File: src/rtl/word_pack_pkg.sv
package word_pack_pkg;
   localparam int unsigned LANES  = 4;
   localparam int unsigned BYTE_W = 8;
   localparam int unsigned WORD_W = LANES * BYTE_W;
   localparam int unsigned IDX_W  = $clog2(LANES);
   localparam int unsigned QD_W   = 8;

   localparam int unsigned ST_QD_LSB   = 0;
   localparam int unsigned ST_RX_STALL = 23;
   localparam int unsigned ST_RX_EMPTY = 24;
   localparam int unsigned ST_RX_FULL  = 25;
   localparam int unsigned ST_TX_STALL = 27;
   localparam int unsigned ST_TX_EMPTY = 28;
   localparam int unsigned ST_TX_FULL  = 29;
   localparam int unsigned ST_ACTIVE   = 30;
   localparam int unsigned ST_READY    = 31;

   typedef enum logic [1:0] {
      SQ_IDLE = 2'd0,
      SQ_TX   = 2'd1,
      SQ_RX   = 2'd2
   } seq_state_e;
endpackage

File: src/rtl/packer_byte_fifo.sv
module packer_byte_fifo #(
   parameter int unsigned DEPTH = 64,
   parameter int unsigned DW    = 8
) (
   input  logic                         clk,
   input  logic                         rst_n,
   input  logic                         flush_i,
   input  logic                         push_i,
   input  logic [DW-1:0]                din_i,
   input  logic                         pop_i,
   output logic [DW-1:0]                dout_o,
   output logic [$clog2(DEPTH+1)-1:0]   count_o,
   output logic                         empty_o,
   output logic                         full_o
);
   localparam int unsigned AW = $clog2(DEPTH);
   localparam int unsigned CW = $clog2(DEPTH + 1);

   generate
      if (DEPTH < 4 || (DEPTH & (DEPTH - 1)) != 0) begin : g_bad_depth
         $error("packer_byte_fifo: DEPTH must be a power of two of at least 4");
      end
   endgenerate

   logic [DW-1:0] mem_q [DEPTH];
   logic [AW-1:0] wr_q, rd_q;
   logic [CW-1:0] cnt_q;
   logic          push_ok, pop_ok;

   assign empty_o = (cnt_q == '0);
   assign full_o  = (cnt_q == CW'(DEPTH));
   assign push_ok = push_i && !full_o;
   assign pop_ok  = pop_i && !empty_o;
   assign dout_o  = mem_q[rd_q];
   assign count_o = cnt_q;

   always_ff @(posedge clk) begin
      if (push_ok && !flush_i) mem_q[wr_q] <= din_i;
   end

   always_ff @(posedge clk or negedge rst_n) begin
      if (!rst_n) begin
         wr_q  <= '0;
         rd_q  <= '0;
         cnt_q <= '0;
      end else if (flush_i) begin
         wr_q  <= '0;
         rd_q  <= '0;
         cnt_q <= '0;
      end else begin
         if (push_ok) wr_q <= wr_q + AW'(1);
         if (pop_ok)  rd_q <= rd_q + AW'(1);
         cnt_q <= cnt_q + CW'(push_ok) - CW'(pop_ok);
      end
   end

   // a flush leaves the queue empty on the next cycle
   a_r8_flush_empties: assert property (@(posedge clk) disable iff (!rst_n)
      flush_i |=> (count_o == '0));
   // the queue never holds more than its depth
   a_r5_count_bounded: assert property (@(posedge clk) disable iff (!rst_n)
      push_i |=> (count_o <= CW'(DEPTH)));
endmodule

File: src/rtl/packer_seq.sv
module packer_seq
   import word_pack_pkg::*;
(
   input  logic                 clk,
   input  logic                 rst_n,
   input  logic                 soft_rst_i,
   input  logic                 req_valid_i,
   input  logic                 req_write_i,
   input  logic [WORD_W-1:0]    req_wdata_i,
   output logic                 req_ready_o,
   output logic                 resp_valid_o,
   output logic [WORD_W-1:0]    resp_rdata_o,
   output logic                 ovf_o,
   output logic                 unf_o,
   input  logic                 tx_full_i,
   output logic                 tx_push_o,
   output logic [BYTE_W-1:0]    tx_din_o,
   input  logic                 rx_empty_i,
   output logic                 rx_pop_o,
   input  logic [BYTE_W-1:0]    rx_dout_i,
   output logic                 tx_word_ok_o,
   output logic                 tx_ovf_now_o,
   output logic                 rx_unf_now_o,
   output logic                 rx_start_o,
   output logic                 active_o
);
   seq_state_e          st_q;
   logic [IDX_W-1:0]    idx_q;
   logic [WORD_W-1:0]   wbuf_q;
   logic                drop_pend_q;
   logic [LANES-1:0][BYTE_W-1:0] lanes;
   logic                last_step;

   assign req_ready_o  = (st_q == SQ_IDLE);
   assign active_o     = !req_ready_o;
   assign last_step    = (idx_q == IDX_W'(LANES - 1));
   assign tx_push_o    = (st_q == SQ_TX) && !tx_full_i && !soft_rst_i;
   assign tx_ovf_now_o = (st_q == SQ_TX) && tx_full_i && !soft_rst_i;
   assign rx_pop_o     = (st_q == SQ_RX) && !rx_empty_i && !soft_rst_i;
   assign rx_unf_now_o = (st_q == SQ_RX) && rx_empty_i && !soft_rst_i;
   assign tx_word_ok_o = tx_push_o && last_step;
   assign rx_start_o   = req_ready_o && req_valid_i && !req_write_i && !soft_rst_i;
   assign tx_din_o     = wbuf_q[BYTE_W*idx_q +: BYTE_W];

   generate
      for (genvar g = 0; g < LANES; g++) begin : g_lane
         logic [BYTE_W-1:0] lane_q;
         always_ff @(posedge clk or negedge rst_n) begin
            if (!rst_n)                                   lane_q <= '0;
            else if (rx_start_o)                          lane_q <= '0;
            else if (rx_pop_o && idx_q == IDX_W'(g))      lane_q <= rx_dout_i;
         end
         assign lanes[g] = lane_q;
      end
   endgenerate

   always_ff @(posedge clk or negedge rst_n) begin
      if (!rst_n) begin
         st_q         <= SQ_IDLE;
         idx_q        <= '0;
         wbuf_q       <= '0;
         drop_pend_q  <= 1'b1;
         resp_valid_o <= 1'b0;
         resp_rdata_o <= '0;
         ovf_o        <= 1'b0;
         unf_o        <= 1'b0;
      end else begin
         resp_valid_o <= 1'b0;
         ovf_o        <= 1'b0;
         unf_o        <= 1'b0;
         if (soft_rst_i) begin
            st_q        <= SQ_IDLE;
            idx_q       <= '0;
            drop_pend_q <= 1'b1;
         end else begin
            case (st_q)
               SQ_IDLE: if (req_valid_i) begin
                  idx_q <= '0;
                  if (!req_write_i) begin
                     st_q <= SQ_RX;
                  end else if (drop_pend_q) begin
                     drop_pend_q  <= 1'b0;
                     resp_valid_o <= 1'b1;
                     resp_rdata_o <= '0;
                  end else begin
                     wbuf_q <= req_wdata_i;
                     st_q   <= SQ_TX;
                  end
               end
               SQ_TX: begin
                  if (tx_full_i) begin
                     ovf_o        <= 1'b1;
                     resp_valid_o <= 1'b1;
                     resp_rdata_o <= '0;
                     st_q         <= SQ_IDLE;
                  end else begin
                     idx_q <= idx_q + IDX_W'(1);
                     if (last_step) begin
                        resp_valid_o <= 1'b1;
                        resp_rdata_o <= '0;
                        st_q         <= SQ_IDLE;
                     end
                  end
               end
               SQ_RX: begin
                  if (rx_empty_i) begin
                     unf_o        <= 1'b1;
                     resp_valid_o <= 1'b1;
                     resp_rdata_o <= lanes;
                     st_q         <= SQ_IDLE;
                  end else begin
                     idx_q <= idx_q + IDX_W'(1);
                     if (last_step) begin
                        resp_valid_o <= 1'b1;
                        resp_rdata_o <= {rx_dout_i, lanes[LANES-2:0]};
                        st_q         <= SQ_IDLE;
                     end
                  end
               end
               default: st_q <= SQ_IDLE;
            endcase
         end
      end
   end

   // a request is never taken while a sequence is still pushing or popping
   a_r11_no_overlap: assert property (@(posedge clk) disable iff (!rst_n)
      (tx_push_o || rx_pop_o) |-> !req_ready_o);
endmodule

File: src/rtl/word_byte_packer.sv
module word_byte_packer
   import word_pack_pkg::*;
#(
   parameter int unsigned DEPTH = 64
) (
   input  logic                 clk,
   input  logic                 rst_n,
   input  logic                 soft_rst_i,
   input  logic                 flush_tx_i,
   input  logic                 flush_rx_i,
   input  logic                 req_valid_i,
   input  logic                 req_write_i,
   input  logic [31:0]          req_wdata_i,
   output logic                 req_ready_o,
   output logic                 resp_valid_o,
   output logic [31:0]          resp_rdata_o,
   output logic                 err_overflow_o,
   output logic                 err_underflow_o,
   output logic [31:0]          status_o,
   input  logic                 tx_pop_i,
   output logic [7:0]           tx_byte_o,
   output logic                 tx_avail_o,
   input  logic                 rx_push_i,
   input  logic [7:0]           rx_byte_i,
   output logic                 rx_space_o
);
   localparam int unsigned CW = $clog2(DEPTH + 1);

   logic [CW-1:0]     tx_cnt, rx_cnt;
   logic              tx_fempty, tx_ffull, rx_fempty, rx_ffull;
   logic              tx_push, rx_pop;
   logic [BYTE_W-1:0] tx_din, rx_dout;
   logic              tx_word_ok, tx_ovf_now, rx_unf_now, rx_start, active;
   logic              tx_pop_ok, rx_push_ok;

   logic [QD_W-1:0]   qd_q;
   logic              ready_q, tx_full_q, tx_empty_q, tx_stall_q;
   logic              rx_full_q, rx_empty_q, rx_stall_q;

   packer_byte_fifo #(.DEPTH(DEPTH), .DW(BYTE_W)) i_tx_fifo (
      .clk(clk), .rst_n(rst_n), .flush_i(flush_tx_i || soft_rst_i),
      .push_i(tx_push), .din_i(tx_din), .pop_i(tx_pop_i), .dout_o(tx_byte_o),
      .count_o(tx_cnt), .empty_o(tx_fempty), .full_o(tx_ffull));

   packer_byte_fifo #(.DEPTH(DEPTH), .DW(BYTE_W)) i_rx_fifo (
      .clk(clk), .rst_n(rst_n), .flush_i(flush_rx_i || soft_rst_i),
      .push_i(rx_push_i), .din_i(rx_byte_i), .pop_i(rx_pop), .dout_o(rx_dout),
      .count_o(rx_cnt), .empty_o(rx_fempty), .full_o(rx_ffull));

   packer_seq i_seq (
      .clk(clk), .rst_n(rst_n), .soft_rst_i(soft_rst_i),
      .req_valid_i(req_valid_i), .req_write_i(req_write_i), .req_wdata_i(req_wdata_i),
      .req_ready_o(req_ready_o), .resp_valid_o(resp_valid_o), .resp_rdata_o(resp_rdata_o),
      .ovf_o(err_overflow_o), .unf_o(err_underflow_o),
      .tx_full_i(tx_ffull), .tx_push_o(tx_push), .tx_din_o(tx_din),
      .rx_empty_i(rx_fempty), .rx_pop_o(rx_pop), .rx_dout_i(rx_dout),
      .tx_word_ok_o(tx_word_ok), .tx_ovf_now_o(tx_ovf_now), .rx_unf_now_o(rx_unf_now),
      .rx_start_o(rx_start), .active_o(active));

   assign tx_avail_o = !tx_fempty;
   assign rx_space_o = !rx_ffull;
   assign tx_pop_ok  = tx_pop_i && !tx_fempty;
   assign rx_push_ok = rx_push_i && !rx_ffull;

   always_ff @(posedge clk or negedge rst_n) begin
      if (!rst_n) begin
         qd_q <= '0; ready_q <= 1'b0;
         tx_full_q <= 1'b0; tx_empty_q <= 1'b1; tx_stall_q <= 1'b0;
      end else if (soft_rst_i) begin
         qd_q <= '0; ready_q <= 1'b0;
         tx_full_q <= 1'b0; tx_empty_q <= 1'b1; tx_stall_q <= 1'b0;
      end else if (flush_tx_i) begin
         qd_q <= '0;
         tx_full_q <= 1'b0; tx_empty_q <= 1'b1; tx_stall_q <= 1'b0;
         if (tx_word_ok) ready_q <= 1'b1;
      end else begin
         if (tx_word_ok) begin
            tx_empty_q <= 1'b0;
            ready_q    <= 1'b1;
            if (qd_q != '1) qd_q <= qd_q + QD_W'(1);
         end
         if (tx_pop_i && tx_fempty) tx_stall_q <= 1'b1;
         if (tx_pop_ok) begin
            tx_full_q <= 1'b0;
            if (tx_cnt == CW'(1) && !tx_push) begin
               tx_empty_q <= 1'b1;
               qd_q       <= '0;
            end
         end
         if (tx_ovf_now) tx_full_q <= 1'b1;
      end
   end

   always_ff @(posedge clk or negedge rst_n) begin
      if (!rst_n) begin
         rx_full_q <= 1'b0; rx_empty_q <= 1'b1; rx_stall_q <= 1'b0;
      end else if (soft_rst_i || flush_rx_i) begin
         rx_full_q <= 1'b0; rx_empty_q <= 1'b1; rx_stall_q <= 1'b0;
      end else begin
         if (rx_push_i && rx_ffull) rx_stall_q <= 1'b1;
         if (rx_push_ok) begin
            rx_empty_q <= 1'b0;
            if (rx_cnt == CW'(DEPTH - 1) && !rx_pop) rx_full_q <= 1'b1;
         end
         if (rx_pop && rx_cnt == CW'(1) && !rx_push_ok) rx_empty_q <= 1'b1;
         if (rx_unf_now) rx_empty_q <= 1'b1;
         if (rx_start)   rx_full_q  <= 1'b0;
      end
   end

   always_comb begin
      status_o = '0;
      status_o[ST_QD_LSB +: QD_W] = qd_q;
      status_o[ST_RX_STALL] = rx_stall_q;
      status_o[ST_RX_EMPTY] = rx_empty_q;
      status_o[ST_RX_FULL]  = rx_full_q;
      status_o[ST_TX_STALL] = tx_stall_q;
      status_o[ST_TX_EMPTY] = tx_empty_q;
      status_o[ST_TX_FULL]  = tx_full_q;
      status_o[ST_ACTIVE]   = active;
      status_o[ST_READY]    = ready_q;
   end

   // the overflow pulse only comes with a port response
   a_r5_ovf_with_resp: assert property (@(posedge clk) disable iff (!rst_n)
      err_overflow_o |-> resp_valid_o);
   // the underflow pulse only comes with a port response
   a_r7_unf_with_resp: assert property (@(posedge clk) disable iff (!rst_n)
      err_underflow_o |-> resp_valid_o);
   // a completed word leaves ready set
   a_r4_ready_after_word: assert property (@(posedge clk) disable iff (!rst_n)
      tx_word_ok |=> status_o[ST_READY]);
   // a transmit flush leaves the transmit side empty with zero depth
   a_r8_flush_tx_flags: assert property (@(posedge clk) disable iff (!rst_n)
      flush_tx_i |=> (status_o[ST_TX_EMPTY] && status_o[ST_QD_LSB +: QD_W] == '0));
   // a receive read clears receive-full at its start
   a_r6_rx_full_cleared: assert property (@(posedge clk) disable iff (!rst_n)
      (rx_start && !soft_rst_i) |=> !status_o[ST_RX_FULL]);
endmodule

File: config.mk
export PLATFORM = sky130hd
export DESIGN_NAME = word_byte_packer
export DESIGN_NICKNAME = d
export VERILOG_FILES = /design/src/rtl/word_pack_pkg.sv /design/src/rtl/packer_byte_fifo.sv /design/src/rtl/packer_seq.sv /design/src/rtl/word_byte_packer.sv
export SDC_FILE = /design/constraint.sdc
export NUM_CORES = 1
export LEC_CHECK = 0
export BUFFER_PORTS_ARGS = -buffer_cell sky130_fd_sc_hd__buf_2
export CORE_UTILIZATION = 55
export CTS_CLUSTER_SIZE = 24
export DETAILED_ROUTE_END_ITERATION = 16
export PLACE_DENSITY = 0.72
export SYNTH_ARGS = -nofsm -noshare
export SYNTH_HDL_FRONTEND = slang
export SYNTH_HIERARCHICAL = 1
export SYNTH_SLANG_ARGS = --single-unit
File: constraint.sdc
create_clock -name clk -period 4.3 [get_ports clk]
set_clock_uncertainty 0.1 [all_clocks]
set_input_delay 0.43 -clock clk [delete_from_list [all_inputs] [get_ports clk]]
set_output_delay 0.43 -clock clk [all_outputs]
set_load 0.02 [all_outputs]
# --- Yosys cells after proc, flatten, opt, wreduce, memory -nomap -nowiden ---
# Memory sizes are Yosys's and may differ from the RTL's.
# Cells that the tools add are included.
classes:
  n_addsub: 10
  n_shift: 1
  reduce_logical: 72
  eq_ne: 20
  bitwise: 2
  mux: 91
ops:
  columns: ["cell", "n"]
  rows:
  - ["two-way mux 32 bit", 7]
  - ["two-way mux 8 bit", 14]
  - ["case mux 32 bit (3 select lines)", 1]
  - ["two-way mux 6 bit", 8]
  - ["two-way mux 1 bit", 45]
  - ["variable part select 32 x 6 -> 8 bit", 1]
  - ["logical AND 1 bit", 28]
  - ["nonzero test 2 bit", 13]
  - ["adder 6 x 1 -> 6 bit (second input constant)", 4]
  - ["two-way mux 2 bit", 11]
  - ["adder 7 x 1 -> 7 bit", 2]
  - ["equality test 7 x 1 -> 1 bit (second input constant)", 2]
  - ["equality test 7 bit (second input constant)", 2]
  - ["zero test 7 bit", 2]
  - ["two-way mux 7 bit", 2]
  - ["subtractor 7 x 1 -> 7 bit", 2]
  - ["zero test 1 bit", 12]
  - ["case mux 2 bit (3 select lines)", 2]
  - ["nonzero test 3 bit", 4]
  - ["nonzero test 4 bit", 3]
  - ["inequality test 3 bit (second input constant)", 3]
  - ["adder 8 x 1 -> 8 bit (second input constant)", 1]
  - ["inequality test 8 bit (second input constant)", 1]
  - ["equality test 7 x 6 -> 1 bit (second input constant)", 1]
  - ["15 further kinds", 25]
totals:
  regBits: 157
  output_inout_bits: 78
  elab_cells: 224
  input_bits: 49
  n_memories: 2
  ramBits: 1024
mem_list:
  columns: ["name", "words", "width", "rd", "rd_ports_with_merged_regs", "write_ports", "line", "rtl"]
  rows:
  - ["i_rx_fifo.mem_q", 64, 8, 1, 0, 1, "packer_byte_fifo.sv:25", "logic [DW-1:0] mem_q [DEPTH];"]
  - ["i_tx_fifo.mem_q", 64, 8, 1, 0, 1, "packer_byte_fifo.sv:25", null]

# --- Logic depth before layout (Yosys ltp) ---
logic_depth:
  word_depth: 10
  depth_mapped: 18

# --- Modules after synthesis ---
# The synthesis kept the hierarchy.
modules_own_cells:
  columns: ["module", "cells_per_inst", "seq_area_each_um2", "instances", "area_each_um2"]
  rows:
  - ["packer_byte_fifo (i_rx_fifo)", 1090, 15850.2, 1, 21084.0]
  - ["packer_byte_fifo (i_tx_fifo)", 1094, 15850.2, 1, 21035.2]
  - ["packer_seq", 409, 2603.7, 1, 4740.8]
  - ["word_byte_packer", 103, 377.9, 1, 954.7]

# --- Worst setup path before layout ---
# OpenSTA, ideal clock, no wires.
synth_timing:
  path_type: "reg-to-reg"
  startpoint: "register i_rx_fifo.cnt_q[2] (netlist: i_rx_fifo/count_o[2])"
  endpoint: "register i_rx_fifo.cnt_q[6] (netlist: i_rx_fifo/count_o[6])"
  slack_ns: 0.640
  synth_period_minus_slack_ns: 3.660
  setup_ns: 0.136
  path_stages_with_launch: 19
  required_time_ns: 4.064
  path_buffers: 1
  arrival_time_ns: 3.424
  cell_sequence: "dfrtp_1 > inv_1 > ha_1 > nor4bb_1 > nor2b_1 > nor3b_1 > nor2b_1 > clkbuf_1 > ha_1 > inv_1 > ha_1 > inv_1 > fa_1 > nand2b_1 > a21oi_1 > o21ai_0 > a21oi_1 > or3_1 > a21oi_1"
synth_between:
  elab_chain_cells: 7
synth_lines:
  columns: ["element", "line", "rtl"]
  rows:
  - ["start, declared", "packer_byte_fifo.sv:27", "logic [CW-1:0] cnt_q;"]
  - ["start signal, assigned", "packer_byte_fifo.sv:53", "cnt_q <= cnt_q + CW'(push_ok) - CW'(pop_ok);"]
  - ["zero test 7 bit", "packer_byte_fifo.sv:30", "assign empty_o = (cnt_q == '0);"]
  - ["net rx_fempty", "word_byte_packer.sv:30", "logic tx_fempty, tx_ffull, rx_fempty, rx_ffull;"]
  - ["zero test 1 bit", "packer_seq.sv:39", "assign rx_pop_o = (st_q == SQ_RX) && !rx_empty_i && !soft_rst_i;"]
  - ["logical AND 1 bit (2 in series)", "packer_seq.sv:39", null]
  - ["net rx_pop", "word_byte_packer.sv:31", "logic tx_push, rx_pop;"]
  - ["logical AND 1 bit", "packer_byte_fifo.sv:33", "assign pop_ok = pop_i && !empty_o;"]
  - ["subtractor 7 x 1 -> 7 bit", "packer_byte_fifo.sv:53", null]
  - ["two-way mux 7 bit", "packer_byte_fifo.sv:46", "end else if (flush_i) begin"]
# The timed path passes the listed nets, and every way through them passes these cells.
# A chain may end at the register's enable or synchronous reset.

# --- Final worst setup path ---
layout_timing:
  startpoint: "register i_tx_fifo.rd_q[0]"
  endpoint: "output tx_byte_o[1]"
layout_between:
  elab_chain_cells: 1
layout_lines:
  columns: ["element", "line", "rtl"]
  rows:
  - ["start, declared", "packer_byte_fifo.sv:26", "logic [AW-1:0] wr_q, rd_q;"]
  - ["start signal, assigned", "packer_byte_fifo.sv:52", "if (pop_ok) rd_q <= rd_q + AW'(1);"]
  - ["memory (64 x 8 bit)", null, null]
  - ["end, declared", "word_byte_packer.sv:21", "output logic [7:0] tx_byte_o,"]
# Every way passes these cells.

==> impl_metrics.json <==
{
  "worst_pin_slew_ns": 1.31,
  "fin_setup_tns_ns": 0,
  "grt_max_degree": 89,
  "route.vias.total": 25900,
  "hp-class": "in -> reg",
  "ys_types": 69,
  "portBuffers": 110,
  "fin_crit_ns": 4.16,
  "worstPathMaxFanout": 24,
  "syn-instance-count": 2696,
  "postRouteWirelength_um": 109000,
  "initial_utilization_pct": 55.8,
  "cap_violations": 0,
  "die_y_um": 297,
  "rr_endpoint": "i_tx_fifo/count_o[6]",
  "drive_gt1_share_pct": 22.6,
  "grt-ovfl-total": 0,
  "ys_warn_count": 6,
  "grt_setup_unrepaired": "false",
  "drtIter0Drc": 2573,
  "clock.fmax_mhz": 240,
  "min_from": "flush_rx_i",
  "hold_depth": 3,
  "rrSetupSlack_ns": 0.30,
  "cts_root_buf": "clkbuf_16",
  "setup_viol": 0,
  "ys_async_sr_fraction_pct": 13.3,
  "period_share_pct": 96.7,
  "drt-wirelength-per-cell_um": 25.9,
  "leakage_nw": 18.0,
  "dpl.hpwl_um": 68700,
  "die_x_um": 297,
  "clk_latency_ns": 0.71,
  "fill_cells": 5864,
  "cp-start-kind": "flip-flop",
  "min_delay_worst_endpoint": "i_rx_fifo/wr_q[1]",
  "reg2reg_from": "i_tx_fifo/count_o[2]",
  "drc": 0,
  "worstPathRequired_ns": 3.77,
  "nNetsFinal": 3027,
  "antenna_left": 0,
  "path_class": "reg -> out",
  "grt_pass1_wl_um": 164000,
  "dieArea_um2": 88100,
  "place_congestion": 0.881,
  "clk_pin_slew_ns": 0.06,
  "grt_pass1_vias": 26289,
  "ff2ff_path_depth": 18,
  "cts_max_level": 3,
  "synth_top_area_cell": "edfxtp_1",
  "cts_tree": "done",
  "slew_headroom_pct": 12.8,
  "clockBufferDepth": 3,
  "synth_top_flop_cell": "edfxtp_1",
  "instances_no_fill": 4187,
  "track_usage_pct": 24.7,
  "ios": 127,
  "seq_area_frac_synth_pct": 72.5,
  "endpoint_kind": "primary output",
  "slew_viol_final": 0,
  "synth_edf_count": 1024,
  "synth_area_per_cell_um2": 17.7,
  "cts_made_buffers": 113,
  "fin_hold_ws_ns": 0.0857,
  "final-seq-area_um2": 34700,
  "coreArea_um2": 85700,
  "antenna_found_initial": 0,
  "vias_per_cell": 6.19,
  "areaGrowthSynthToFinish_pct": 13.5,
  "synth_area_leaders": "edfxtp_1 64%, mux4_2 8.7%, dfrtp_1 8.1%",
  "pwr_density_cell_nw_per_um2": 497,
  "peakVddDrop_mv": 0.424,
  "cts.sinks": 1181,
  "synth_area_um2": 47800,
  "cp.arrival_ns": 3.63,
  "run_status": "completed",
  "multi_input_area_um2": 12000,
  "synthDominantCellAreaShare_pct": 64.3,
  "timing_hold_violations_final": 0,
  "diodes": 0,
  "synth_seq_cells": 1181,
  "dp_cells": 3934,
  "rows": 107,
  "first_pass_iters": 6
}
## flip-flops by register name, indices dropped and copies added (netlist names), 2 cells and up
register and cells:
i_rx_fifo/rd_q 6, i_seq/st_q 2, i_tx_fifo/count_o 7, qd_q 8
i_seq/idx_q 2, i_seq/resp_rdata_o 32, i_rx_fifo/count_o 7, i_tx_fifo/rd_q 6
i_rx_fifo/wr_q 6, i_rx_fifo/mem_q 512, i_seq/g_lane.lane_q 32, i_tx_fifo/wr_q 6
i_seq/wbuf_q 32, i_tx_fifo/mem_q 512
## Yosys cell counts (all sizes together), types with 14 or more instances
cell type,n
edfxtp,1024
mux2i,229
nor2,187
mux4,184
dfrtp,154
buf,124
nand2,121
a21oi,63
inv,57
mux2,53
clkbuf,47
o21ai,43
o22ai,34
ha,32
nor2b,31
a221oi,30
a211oi,29
a22oi,27
nor3,27
xor2,20
o221ai,18
nand3,15
nand2b,14
## repair_timing
item,in CTS,in global routing
setup buffers,1,0
resized for setup,2,4
endpoints found under the hold margin,127,0
hold buffers,38,0
endpoints found under the setup margin,8,5
## per-layer routing
| metal | global-route usage (%) | vias to the layer above | part of all wire [%] |
|---|---|---|---|
| li1 | - | 11060 | - |
| met1 | 33.4 | 13350 | 39 |
| met2 | 41.4 | 1252 | 50 |
| met3 | 3.83 | 238 | 7.8 |
| met4 | 7.89 | 0 | 3.2 |
| met5 | 0 | - | 0 |
## critical path: stages, from the launching register on
cell and delay [ns]:
dfrtp_4 0.75, buf_4 0.36, mux4_2 0.57, mux2_2 0.32, a221oi_1 0.45, a21oi_1 0.09
and3_1 0.23, buf_2 0.16
## cell usage in the layout, fill, tap and decap left out, types with 7 or more instances in the layout
cell type,n
a2111oi_0,10
a211oi_1,29
a21oi_1,63
a221oi_1,30
a22oi_1,27
and2_1,10
buf_12,7
buf_2,109
buf_4,134
bufinv_16,16
clkbuf_1,20
clkbuf_16,113
clkinv_1,25
clkinv_2,22
conb_1,16
dfrtp_1,149
dlygate4sd3_1,38
edfxtp_1,1024
ha_1,32
inv_1,57
mux2_2,46
mux2i_1,229
mux4_2,184
nand2_1,119
nand2b_1,12
nand3_1,15
nand4_1,11
nor2_1,187
nor2b_1,30
nor3_1,24
o211a_1,8
o21ai_0,41
o221ai_1,18
o22ai_1,34
or3_1,10
xnor2_1,9
xor2_1,20
## cell families (layout without fill, tap and decap cells)
group	after synthesis	in the layout	share of synthesized area [%]
multiplexers	466	466	14.8
flip-flops	1181	1181	72.5
adder cells (fa/ha/maj)	34	34	0.921
AND/OR/NAND/NOR	467	467	4.56
AO/OA/AOI/OAI	290	290	4.17
XOR/XNOR	29	29	0.531
buffers and inverters	228	560	2.52
other	1	16	0.00784
## area by class of cell
cell class                 count  area share, %
clock buffer                 134           5.38
clock inverter                80           1.65
inverter                      57          0.394
multi-input combinational   1302           22.1
sequential                  1181           64.0
tap                         1144           2.64
timing repair buffer         289           3.84
## where the power goes
part,leakage (nW),internal [mW],switching (mW)
combinational,4.77,1.02,2.13
sequential,11.4,13.6,0.196
clock,1.85,5.83,4.22
total,18.0,20.4,6.54
## metrics by stage
step,setup WS [ns],util [%],area (um2),power (mW)
2_1_floorplan,0.640,-,47900,15.8
3_3_place_gp,0.525,58.4,50000,16.9
3_5_place_dp,0.287,58.4,50000,17.1
4_1_cts,0.0321,63.3,54200,27.1
5_1_grt,0.0290,63.3,54300,27.7
6_report,0.141,63.3,54300,26.9
## worst max-delay path by stage
stage,to,slack [ns],depth (start not counted),start
6_report,tx_byte_o[1],0.14,7,i_tx_fifo/rd_q[0]
5_1_grt,tx_byte_o[5],0.03,6,i_tx_fifo/rd_q[0]
4_1_cts,tx_byte_o[3],0.03,7,i_tx_fifo/rd_q[3]
3_5_place_dp,i_rx_fifo/count_o[6],0.29,17,i_rx_fifo/count_o[2]
3_3_place_gp,i_rx_fifo/count_o[6],0.52,17,i_rx_fifo/count_o[2]
2_1_floorplan,i_rx_fifo/count_o[6],0.64,18,i_rx_fifo/count_o[2]
No activity file was read; power rests on OpenSTA's default activity.
